**src/rtl/branch_resolver.sv**
```systemverilog
module branch_resolver #(
  parameter int IPW = 16,
  parameter int CW  = 16,
  parameter int LW  = 4
) (
  input  logic           clk,
  input  logic           rst_n,
  input  logic           req_valid,
  input  logic [3:0]     op,
  input  logic [IPW-1:0] ip,
  input  logic [LW-1:0]  ilen,
  input  logic [IPW-1:0] disp,
  input  logic           flag_c,
  input  logic           flag_p,
  input  logic           flag_o,
  input  logic           flag_s,
  input  logic           flag_z,
  input  logic [CW-1:0]  cnt_in,
  output logic           res_valid,
  output logic           taken,
  output logic [IPW-1:0] next_ip,
  output logic [CW-1:0]  cnt_out,
  output logic           cnt_we
);
  localparam logic [3:0] OP_LOOP   = 4'd10;
  localparam logic [3:0] OP_LOOPZ  = 4'd11;
  localparam logic [3:0] OP_LOOPNZ = 4'd12;
  localparam logic [3:0] OP_CXZ    = 4'd13;

  logic [CW-1:0]  cnt_dec;
  logic           dec_nz, is_loop, go;
  logic [IPW-1:0] fall_ip, tgt_ip;

  assign cnt_dec = cnt_in - 1'b1;
  assign dec_nz  = |cnt_dec;
  assign is_loop = (op == OP_LOOP) || (op == OP_LOOPZ) || (op == OP_LOOPNZ);
  assign fall_ip = ip + IPW'(ilen);
  assign tgt_ip  = fall_ip + disp;

  always_comb begin
    case (op)
      4'd0:      go = flag_c;
      4'd1:      go = !flag_c;
      4'd2:      go = flag_p;
      4'd3:      go = !flag_p;
      4'd4:      go = flag_o;
      4'd5:      go = !flag_o;
      4'd6:      go = flag_s;
      4'd7:      go = !flag_s;
      4'd8:      go = flag_z;
      4'd9:      go = !flag_z;
      OP_LOOP:   go = dec_nz;
      OP_LOOPZ:  go = dec_nz && flag_z;
      OP_LOOPNZ: go = dec_nz && !flag_z;
      OP_CXZ:    go = (cnt_in == '0);
      default:   go = 1'b0;
    endcase
  end

  always_ff @(posedge clk) begin
    if (!rst_n) begin
      res_valid <= 1'b0;
      taken     <= 1'b0;
      next_ip   <= '0;
      cnt_out   <= '0;
      cnt_we    <= 1'b0;
    end else begin
      res_valid <= req_valid;
      cnt_we    <= req_valid && is_loop;
      if (req_valid) begin
        taken   <= go;
        next_ip <= go ? tgt_ip : fall_ip;
        cnt_out <= is_loop ? cnt_dec : cnt_in;
      end
    end
  end

  p_valid_follows_r2: assert property (@(posedge clk) disable iff (!rst_n)
    $past(req_valid) |-> res_valid);
  p_hold_r2: assert property (@(posedge clk) disable iff (!rst_n)
    !res_valid |-> !cnt_we && $stable(next_ip) && $stable(taken) && $stable(cnt_out));
  p_target_r3: assert property (@(posedge clk) disable iff (!rst_n)
    (res_valid && taken) |-> next_ip == IPW'($past(ip) + IPW'($past(ilen)) + $past(disp)));
  p_fall_r4: assert property (@(posedge clk) disable iff (!rst_n)
    (res_valid && !taken) |-> next_ip == IPW'($past(ip) + IPW'($past(ilen))));
  p_dec_r6: assert property (@(posedge clk) disable iff (!rst_n)
    cnt_we |-> cnt_out == CW'($past(cnt_in) - 1'b1));
  p_zero_falls_r11: assert property (@(posedge clk) disable iff (!rst_n)
    (cnt_we && cnt_out == '0) |-> !taken);
  p_cxz_r9: assert property (@(posedge clk) disable iff (!rst_n)
    (res_valid && $past(op) == OP_CXZ) |-> !cnt_we && taken == ($past(cnt_in) == '0));
endmodule

```
**config.mk**
```make
export PLATFORM = sky130hd
export DESIGN_NAME = branch_resolver
export DESIGN_NICKNAME = d
export VERILOG_FILES = /design/src/rtl/branch_resolver.sv
export SDC_FILE = /design/constraint.sdc
export NUM_CORES = 1
export LEC_CHECK = 0
export CAP_MARGIN = 10
export CORE_ASPECT_RATIO = 0.5
export CORE_MARGIN = 3
export CORE_UTILIZATION = 40
export DETAILED_ROUTE_END_ITERATION = 6
export DONT_BUFFER_PORTS = 1
export MAX_ROUTING_LAYER = met4
export SETUP_SLACK_MARGIN = 0.3
export SLEW_MARGIN = 20
export SYNTH_ARGS = -nofsm -noshare
export SYNTH_HDL_FRONTEND = slang
export SYNTH_SLANG_ARGS = --single-unit
```
**constraint.sdc**
```tcl
create_clock -name clk -period 3.85 [get_ports clk]
set_clock_uncertainty 0.1 [all_clocks]
set_input_delay 0.1925 -clock clk [delete_from_list [all_inputs] [get_ports clk]]
set_output_delay 0.1925 -clock clk [all_outputs]
set_load 0.005 [all_outputs]
```
# [Word-level counts from Yosys, hierarchy flattened]
# Cells that the tools add are included.
[word_totals] ff_bits=35 latch_bits=0 ram_bits=0 rom_bits=0 in_bits=64 output_inout_bits=35 elab_cells=37 memories=0
[op_classes] addsub=3 n_mul=0 div_mod_pow=0 order_cmp=0 eq_ne=13 shift=0 n_mux=3 bitwise_logic=0 n_reduce_logical=13
[op_table] op="$mux 16" count=2
[op_table] op="$eq 4x4->1 const B" count=6
[op_table] op="$add 16x16->16" count=1
[op_table] op="$add 16x4->16" count=1
[op_table] op="$eq 4x3->1 const B" count=4
[op_table] op="$logic_not 16->1" count=1
[op_table] op="$reduce_or 16->1" count=1
[op_table] op="$sub 16x1->16 const B" count=1
[op_table] op="$pmux 1 s14" count=1
[op_table] op="$eq 4x2->1 const B" count=2
[op_table] op="$logic_not 1->1" count=5
[op_table] op="$eq 4x1->1 const B" count=1
[op_table] op="$logic_not 4->1" count=1
[op_table] op="$logic_and 1x1->1" count=3
[op_table] op="$logic_or 1x1->1" count=2

# [Logic depth before layout (Yosys ltp)]
# Gate-level depths: netlist (run 1).
[logic_depth] ltp_word=5 depth_mapped=15 depth_no_buf=15

# [Worst setup path before layout (run 1)]
# No wires, ideal clock.
[synth_timing] path_kind="in2reg" start="input port ip[0]" end="register next_ip[14]" setup_time_ns=0.106 arrival_ns=3.278 required_time_ns=3.644 setup_slack_ns=0.366 path_stages=15 path_buffers=0 cell_sequence="ha_1 fa_1 a21o_1 a21oi_1 nand2b_1 nor2_1 xor2_1 ha_1 a21o_1 a21oi_1 o21ai_0 a2111o_1 a21oi_1 xor2_1 o311ai_0"
[synth_via] elab_chain_cells=3
[synth_rtl] element="from (decl)" line_no="10" source="input logic [IPW-1:0] ip,"
[synth_rtl] element="$add 16x4->16 *" line_no="37" source="assign fall_ip = ip + IPW'(ilen);"
[synth_rtl] element="$add 16x16->16" line_no="38" source="assign tgt_ip = fall_ip + disp;"
[synth_rtl] element="$mux 16 *" line_no="72" source="next_ip <= go ? tgt_ip : fall_ip;"
[synth_rtl] element="to (signal assigned)" line_no="72"
[synth_rtl] element="to (decl)" line_no="21" source="output logic [IPW-1:0] next_ip,"
# Every way passes the cells marked *; elsewhere a longest branch is shown, timed or not.
# A chain may end at the register's enable or synchronous reset.

# [Worst setup path in the final report (run 1)]
[layout_timing] start="input port ip[0]" end="register next_ip[15]"
# The elaborated chain is that of the path after synthesis.

==> results of run 1 <==
synthesized netlist by cell type, types with 4 or more instances:
master	number	area, µm²
nand2b_1	8	50.1
a211oi_1	15	113
a21o_1	7	52.6
and3_1	4	25.0
xor2_1	12	105
dfxtp_1	35	701
nor3_1	9	45.0
nand3b_1	6	45.0
nand3_1	25	125
inv_1	7	26.3
a21oi_1	14	70.1
nand2_1	14	52.6
or3_1	9	56.3
a31oi_1	17	106
ha_1	21	263
nor2_1	29	109
a311oi_1	4	35.0
xnor2_1	29	254
o21ai_0	33	165
clkbuf_1	14	52.6
final timing paths:
kind,endpoint,slack [ns],cells after the start
worst max-delay path,next_ip[15],0.53,16
worst min-delay path,cnt_out[3],0.01,2
worst max register to register,cnt_out[6],2.51,3
worst min register to register,cnt_out[8],0.41,2
layer usage:
metal	up-vias	wire length, µm	global-route usage
li1	1384	-	-
met1	1330	4000	0.270
met2	82	3920	0.349
met3	7	528	0.0504
met4	0	64	0.0455
met5	-	0	-
layout make-up:
type                            instances  share of cell area
Timing Repair Buffer                   10              0.0309
Clock inverter                          2             0.00502
Multi-Input combinational cell        308               0.660
Sequential cell                        35               0.216
Tap cell                               92              0.0355
Inverter                                8             0.00927
Clock buffer                            6              0.0429
where the power goes:
group	internal [W]	switching (W)	total (W)	leakage (nW)
logic	0.000155	0.000183	0.000338	0.833
registers	0.000395	0.0000243	0.000419	0.291
clock network	0.000259	0.000167	0.000425	0.0731
state kept, by name, indices dropped and copies added (netlist names):
register,count
cnt_out,16
next_ip,16
cnt_we,1
res_valid,1
taken,1
per-stage QoR:
| stage | power [W] | cells | utilization | worst slack, ns | hold WS [ns] |
|---|---|---|---|---|---|
| floorplan | 0.000689 | 368 | - | 0.366 | 0.272 |
| global placement | 0.000737 | 447 | 0.437 | 0.254 | 0.195 |
| detailed placement | 0.000743 | 447 | 0.437 | 0.132 | 0.195 |
| CTS | 0.00119 | 461 | 0.469 | 0.405 | 0.0103 |
| global route | 0.00126 | 461 | 0.471 | 0.302 | 0.0160 |
| finish | 0.00118 | 461 | 0.471 | 0.530 | 0.0128 |
cell usage in the layout (no fill, tap or decap), types with 9 or more instances in the layout:
cell type,count
a31oi_1,17
nand2_1,14
a211oi_1,15
dfxtp_1,35
nor3_1,9
xor2_1,12
nor2_1,29
o21ai_0,33
ha_1,21
xnor2_1,29
or3_1,9
a21oi_1,12
nand3_1,25
logic make-up (layout without fill, tap and decap cells):
logic type	Yosys count	after routing
muxes	2	2
buffers and inverters	25	26
xor gates and xnor gates	41	41
adders and majority gates	23	23
DFF	35	35
and+or+nand+nor	126	126
AOI/OAI and AO/OA	116	116
timing repair:
| action | in CTS | in global routing |
|---|---|---|
| resized for setup | 0 | 4 |
| hold buffers | 6 | 0 |
| setup buffers | 0 | 0 |
| endpoints found under the hold margin | 33 | 0 |
| endpoints found under the setup margin | 0 | 4 |
critical path, cell delays in order:
cell	delay (ns)
ha_1	0.20
fa_1	0.41
a21o_1	0.20
a21oi_2	0.22
nand2b_1	0.15
nor2_1	0.05
xor2_1	0.19
ha_1	0.31
a21o_1	0.19
a21oi_2	0.18
o21ai_0	0.13
buf_4	0.17
o31a_1	0.31
o211ai_1	0.23
nor3_1	0.06
nand4b_1	0.16
==> flow_summary.toml, run 1 <==
[yosys]
synth.distinct_cells = 55
synthAdderAreaFrac = 0.103
synth-compound-area-share = 0.260
syn_nets = 455
synthArstFlopShare = 0
synthMuxAreaShare = 0.0111
ys.flop_type = "dfxtp_1"
ys_seq_elements = 35
synth-simple-area-share = 0.230
seq_area_frac_synth = 0.239
synth_edf_count = 0
synth_top_family_by_area = "compound AO/OA/AOI/OAI gates"
avgSynthCellArea_um2 = 7.97
synth_xor_area_frac = 0.122
syn_area_um2 = 2930
synthCells = 368
yosys_warnings = 0

[detailed_routing]
drc = 0
finalWirelength_um = 8520
detail-route-antenna-nets = 0
via_per_inst = 6.08
via_count = 2803
dr.pass1.iters = 4
wl_per_cell_um = 18.5
first_iter_violations = 172

[critical_path]
critPathLaunch = "ip[0]"
end_kind = "flop"
crit_required_ns = 3.91
critPathArrivalTime_ns = 3.38
critPathMaxFanout = 5
timing.rr.start = "cnt_out[6]"
critical_path_class = "in -> reg"
worstSetupStartpointType = "input pin"

[placed_design]
globalplace.congestion = 0.905
dp_hpwl_um = 6190
portBuffers = 0
placed_cell_area_um2 = 3010

[final_layout]
drive_gt1_frac = 0.0596
seq_area_um2 = 701
antenna_cells = 0
syn2layout_area_growth_pct = 10.5
nNetsFinal = 455
design_area_um2 = 3240
nFillCells = 700
multi_input_area_um2 = 2140

[timing]
maxSlewViolCount = 0
worstMarginPinSlew_ns = 0.686
hold_violations = 0
rsz0062_at_grt = "no"
period_share = 0.862
slew_headroom = 0.543
setup-tns-final_ns = 0
setup_viol = 0
fin_crit_ns = 3.32
max_freq_mhz = 301

[clock_tree]
cts_tree = "done"
clk_latency_ns = 0.28
htree_levels = 2
cts_buffers = 5
cts.path.max_buffers = 2
root_buffer = "clkbuf_16"
cts_sinks = 35
clk_pin_slew_ns = 0.06

[status]
status = "complete, no violations"

[global_routing]
grt_use_total = 0.212
grt_max_degree = 42
grt_pass1_vias = 2843
gr-total-overflow = 0
grt_pass1_wl_um = 14100
antenna_found_initial = 0

[die]
num_rows = 21
ios = 99
dieHeight_um = 66.5
start_util = 0.426
core-area_um2 = 6880
die_w_um = 127
dieArea_um2 = 8450

[power]
p_per_area_nw_per_um2 = 365
ir_drop_v = 0.000223
leakagePower_nw = 1.20

[hold_path]
min_from = "cnt_in[3]"
hp-class = "in -> reg"

[run]
drv_cap = 0
Power figures use the tool's default switching activity.
==> run 2, diff against run 1 <==
--- a/config.mk
+++ b/config.mk
@@ -11,6 +11,7 @@
 export CORE_UTILIZATION = 40
 export DETAILED_ROUTE_END_ITERATION = 6
 export DONT_BUFFER_PORTS = 1
+export HOLD_SLACK_MARGIN = 0.02
 export MAX_ROUTING_LAYER = met4
 export SETUP_SLACK_MARGIN = 0.3
 export SLEW_MARGIN = 20
==> run 2 against run 1 <==
Global-route usage decreased by 0.25 points. Combinational power hardly changed. First-iteration DRC count decreased by 5.8%. Final cell count up 0.22%. Highest routed layer unchanged.
==> flow_summary.toml, run 2 (synthesis gave the netlist of run 1 again) <==
[status]
status = "complete, no violations"

[critical_path]
crit_slowest_cell = "fa_1"
critical_path_class = "in -> reg"
path_delay_family = "compound AO/OA/AOI/OAI gates"
cpPeakStageDelay_ns = 0.41
critPathArrivalTime_ns = 3.37
worstSetupStartpointType = "input pin"
path_buf_inv = 1
critPathMaxFanout = 5
crit_chain = "ha_1 > fa_1 > a21o_1 > a21oi_2 > nand2b_1 > nor2_1 > xor2_1 > ha_1 > a21o_1 > a21oi_2 > o21ai_0 > buf_4 > o31a_1 > o211ai_1 > nor3_1 > nand4b_1"
end_kind = "flop"
crit_required_ns = 3.91

[clock_tree]
clk_pin_slew_ns = 0.06
cts_buffers = 5
cts_tree = "done"
postCtsSetupBuffers = 0
htree_levels = 2
root_buffer = "clkbuf_16"
cts.path.max_buffers = 2
cts_sinks = 35
clk_latency_ns = 0.28

[final_layout]
design_area_um2 = 3250
syn2layout_area_growth_pct = 10.8
final_common_cell = "dfxtp_1"
reg_top3 = "cnt_out x16, next_ip x16"
drive_gt1_frac = 0.0595
nNetsFinal = 456
final_cell_mix = "dfxtp_1 (35), o21ai_0 (33), xnor2_1 (29), nor2_1 (29), nand3_1 (25)"
antenna_cells = 0

[die]
ios = 99
die_w_um = 127
dieHeight_um = 66.5
dieArea_um2 = 8450
num_rows = 21
core-area_um2 = 6880
start_util = 0.426

[global_routing]
antenna_found_initial = 0
grt_pass1_vias = 2840
grt_max_degree = 48
grt_use_total = 0.210
gr-total-overflow = 0
grt_pass1_wl_um = 14000

[placed_design]
globalplace.congestion = 0.905
portBuffers = 0
placed_cell_area_um2 = 3010
dp_hpwl_um = 6190

[power]
ir_drop_v = 0.000225
p_per_area_nw_per_um2 = 365
leakagePower_nw = 1.20

[timing]
maxSlewViolCount = 0
hold_violations = 0
max_freq_mhz = 302
setup_viol = 0
setup-tns-final_ns = 0
fin_crit_ns = 3.32
slew_headroom = 0.539
worstMarginPinSlew_ns = 0.691
period_share = 0.861
rsz0062_at_grt = "no"

[detailed_routing]
via_count = 2815
first_iter_violations = 162
wl_per_cell_um = 18.3
finalWirelength_um = 8470
drc = 0
dr.pass1.iters = 5
via_per_inst = 6.09
detail-route-antenna-nets = 0

[run]
drv_cap = 0

[hold_path]
hp-class = "in -> reg"
==> run 2: cell types whose count changed in the layout (fill, tap and decap cells not counted), sizes merged <==
cell,delta
dlygate4sd3,+1
==> run 2: worst reg2reg max path: cells and delay by family (launching register included) <==
family / cells / cell delay (ns)
simple gates: 1 / 0.05
buf+inv: 1 / 0.60
compound gates: 1 / 0.22
flops: 1 / 0.35
==> run 2: metrics by stage <==
stage	std cells	worst slack, ns	hold WS, ns	total power [W]	util
after CTS	462	0.405	0.0212	0.00119	0.471
after global routing	462	0.302	0.0201	0.00126	0.472
after floorplan	368	0.366	0.272	0.000689	-
after global placement	447	0.254	0.195	0.000737	0.437
after detailed placement	447	0.132	0.195	0.000743	0.437
final	462	0.534	0.0215	0.00119	0.472
==> run 2: final timing paths <==
path	start	to	slack, ns	cells past startpoint
worst max-delay path	ip[0]	next_ip[15]	0.53	16
worst min-delay path	cnt_in[12]	cnt_out[12]	0.02	2
worst max register to register	cnt_out[9]	cnt_out[9]	2.48	3
worst min register to register	cnt_out[4]	cnt_out[4]	0.41	2
==> run 2: metal layers <==
layer	track usage	wire length, µm	vias to the layer above
li1	-	-	1392
met3	0.0496	617	7
met4	0.0455	64	0
met2	0.349	3910	98
met1	0.263	3880	1318
met5	-	0	-
==> run 2: repair_timing <==
item | in CTS | in global routing
hold buffers | 7 | 0
endpoints found under the setup margin | 0 | 4
endpoints found under the hold margin | 33 | 0
gates resized for setup | 0 | 4
==> run 2: where the power goes <==
part / internal [W] / total (W) / switching, W
Clock: 0.000259 / 0.000427 / 0.000168
Combinational: 0.000155 / 0.000339 / 0.000184
Sequential: 0.000395 / 0.000419 / 0.0000242
Total: 0.000809 / 0.00119 / 0.000376
==> run 2: layout make-up <==
class,instances,area (µm²)
Clock buffer,6,139
Clock inverter,2,16.3
Fill cell,698,3630
Inverter,8,30.0
Multi-Input combinational cell,308,2140
Sequential cell,35,701
Tap cell,92,115
Timing Repair Buffer,11,110
==> run 3, diff against run 2 <==
--- a/config.mk
+++ b/config.mk
@@ -6,13 +6,16 @@
 export NUM_CORES = 1
 export LEC_CHECK = 0
 export CAP_MARGIN = 10
+export CELL_PAD_IN_SITES_DETAIL_PLACEMENT = 2
+export CELL_PAD_IN_SITES_GLOBAL_PLACEMENT = 2
 export CORE_ASPECT_RATIO = 0.5
 export CORE_MARGIN = 3
-export CORE_UTILIZATION = 40
+export CORE_UTILIZATION = 36
 export DETAILED_ROUTE_END_ITERATION = 6
 export DONT_BUFFER_PORTS = 1
 export HOLD_SLACK_MARGIN = 0.02
 export MAX_ROUTING_LAYER = met4
+export PLACE_DENSITY_LB_ADDON = 0.1
 export SETUP_SLACK_MARGIN = 0.3
 export SLEW_MARGIN = 20
 export SYNTH_ARGS = -nofsm -noshare
==> run 3 against run 2 <==
Sequential power about the same. Utilization down 3.4 points. Sequential share of layout area down 0.49 points. Routed wire length grew 30%. Total power rose by 3.3%. Final area up 2.3%. Worst hold slack improved by 0.0092 ns. Worst setup slack worse by 0.044 ns. Clock power up 3%. Flip-flop and latch count is the same. Register-to-register slack better by 0.50 ns. Count of clock-buffer cells in the layout unchanged. Largest power group unchanged.
==> flow_summary.toml, run 3 (synthesis gave the netlist of run 1 again) <==
[die]
num_rows = 22
core-area_um2 = 7600
dieHeight_um = 69.8
start_util = 0.386
ios = 99
dieArea_um2 = 9330
die_w_um = 134

[clock_tree]
root_buffer = "clkbuf_16"
cts_sinks = 35
cts.path.max_buffers = 2
htree_levels = 2
cts_tree = "done"
clk_latency_ns = 0.29
cts_buffers = 5
clk_pin_slew_ns = 0.06

[detailed_routing]
wl_per_cell_um = 22.8
via_per_inst = 6.14
first_iter_violations = 141
dr.pass1.iters = 4
finalWirelength_um = 11000
via_count = 2959
drc = 0
detail-route-antenna-nets = 0

[final_layout]
post-route-util = 0.438
syn2layout_area_growth_pct = 13.4
antenna_cells = 0
final_cell_mix = "dfxtp_1 (35), o21ai_0 (32), xnor2_1 (29), nor2_1 (29), nand3_1 (25)"
nNetsFinal = 460
final_common_cell = "dfxtp_1"
reg_top3 = "cnt_out x16, next_ip x16"
drive_gt1_frac = 0.0668

[global_routing]
grt_pass1_wl_um = 17400
grt_use_total = 0.241
gr-total-overflow = 0
grt_max_degree = 44
antenna_found_initial = 0
grt_pass1_vias = 3313

[critical_path]
worst-r2r-setup-slack_ns = 2.98
crit_chain = "ha_1 > fa_1 > a21o_1 > a21oi_4 > nand2b_1 > nor2_1 > xor2_1 > ha_1 > a21o_1 > a21oi_2 > o21ai_1 > buf_4 > o31a_1 > o211ai_1 > nor3_1 > nand4b_1"
critPathArrivalTime_ns = 3.41
critical_path_class = "in -> reg"
worstSetupStartpointType = "input pin"
crit_required_ns = 3.90
critPathMaxFanout = 5
cpPeakStageDelay_ns = 0.41
end_kind = "flop"
crit_slowest_cell = "fa_1"
r2r.worst_path.cells = 2
timing.rr.start = "cnt_out[3]"
r2r_end = "cnt_out[3]"

[hold_path]
min_from = "req_valid"
worstHoldEndpoint = "cnt_out[4]"
hp-class = "in -> reg"
hold_depth = 2

[run]
drv_cap = 0

[timing]
rsz0062_at_grt = "no"
worstMarginPinSlew_ns = 0.732
whs_ns = 0.0307
period_share = 0.873
setup-tns-final_ns = 0
hold_violations = 0
maxSlewViolCount = 0
setup_slack_ns = 0.490
slew_headroom = 0.512
fin_crit_ns = 3.36
max_freq_mhz = 298
setup_viol = 0

[power]
p_per_area_nw_per_um2 = 368
leakagePower_nw = 1.22
ir_drop_v = 0.000160

[status]
status = "complete, no violations"

[placed_design]
portBuffers = 0
globalplace.congestion = 0.847
pre_cts_slack_ns = -0.0709
dp_hpwl_um = 8000
-- run 3: cell types whose count changed in the layout (fill, tap and decap cells not counted) --
cell / previous run / this run
dlygate4sd3_1: 6 / 9
o311ai_1: 2 / 0
a21oi_2: 2 / 1
a21oi_4: 0 / 1
buf_4: 4 / 5
o21ai_0: 33 / 32
o21ai_1: 2 / 3
o21bai_1: 1 / 0
o21bai_2: 0 / 1
o311ai_0: 1 / 2
o311ai_2: 0 / 1
-- run 3: worst max-delay path by stage --
| stage | start | slack (ns) | to | depth (start not counted) |
|---|---|---|---|---|
| floorplan | ip[0] | 0.37 | next_ip[14] | 15 |
| global route | ip[0] | 0.31 | next_ip[15] | 16 |
| global placement | ip[0] | 0.22 | next_ip[15] | 16 |
| detailed placement | ip[0] | -0.07 | next_ip[15] | 16 |
| finish | ip[0] | 0.49 | next_ip[15] | 16 |
| CTS | ip[0] | 0.38 | next_ip[15] | 16 |
-- run 3: layout make-up --
class,count,area (µm²)
Sequential cell,35,701
Multi-Input combinational cell,308,2160
Timing Repair Buffer,15,148
Tap cell,108,135
Inverter,8,30.0
Clock buffer,6,139
Fill cell,872,4270
Clock inverter,2,16.3
-- run 3: critical path, delay by kind of cell --
kind	cells	cell delay, ns
fa+ha+maj	3	0.97
compound gates	7	1.41
simple gates	4	0.48
xor+xnor	1	0.16
buf+inv	1	0.17
-- run 3: layer usage --
metal | GRT usage | share of wire
met4 | 0.0490 | 0.0079
met3 | 0.0609 | 0.066
met1 | 0.274 | 0.42
met5 | - | 0
met2 | 0.434 | 0.50
-- run 3: metrics by stage --
stage	total power (W)	instances	area, µm²
after global placement	0.000743	463	3030
after floorplan	0.000689	368	2930
after global routing	0.00130	482	3330
after CTS	0.00123	481	3300
after detailed placement	0.000763	463	3030
final	0.00123	482	3330
-- run 3: where the power goes --
part           switching, W  internal (W)  total, W
logic              0.000205      0.000161  0.000366
clock network      0.000179      0.000259  0.000438
registers         0.0000258      0.000395  0.000421
total              0.000410      0.000815   0.00123
-- run 3: timing repair --
action,CTS,global route
pin swaps,0,3
hold buffers,10,0
setup buffers,0,1
endpoints found under the hold margin,32,0
setup endpoints to repair,1,3
gates resized for setup,2,5
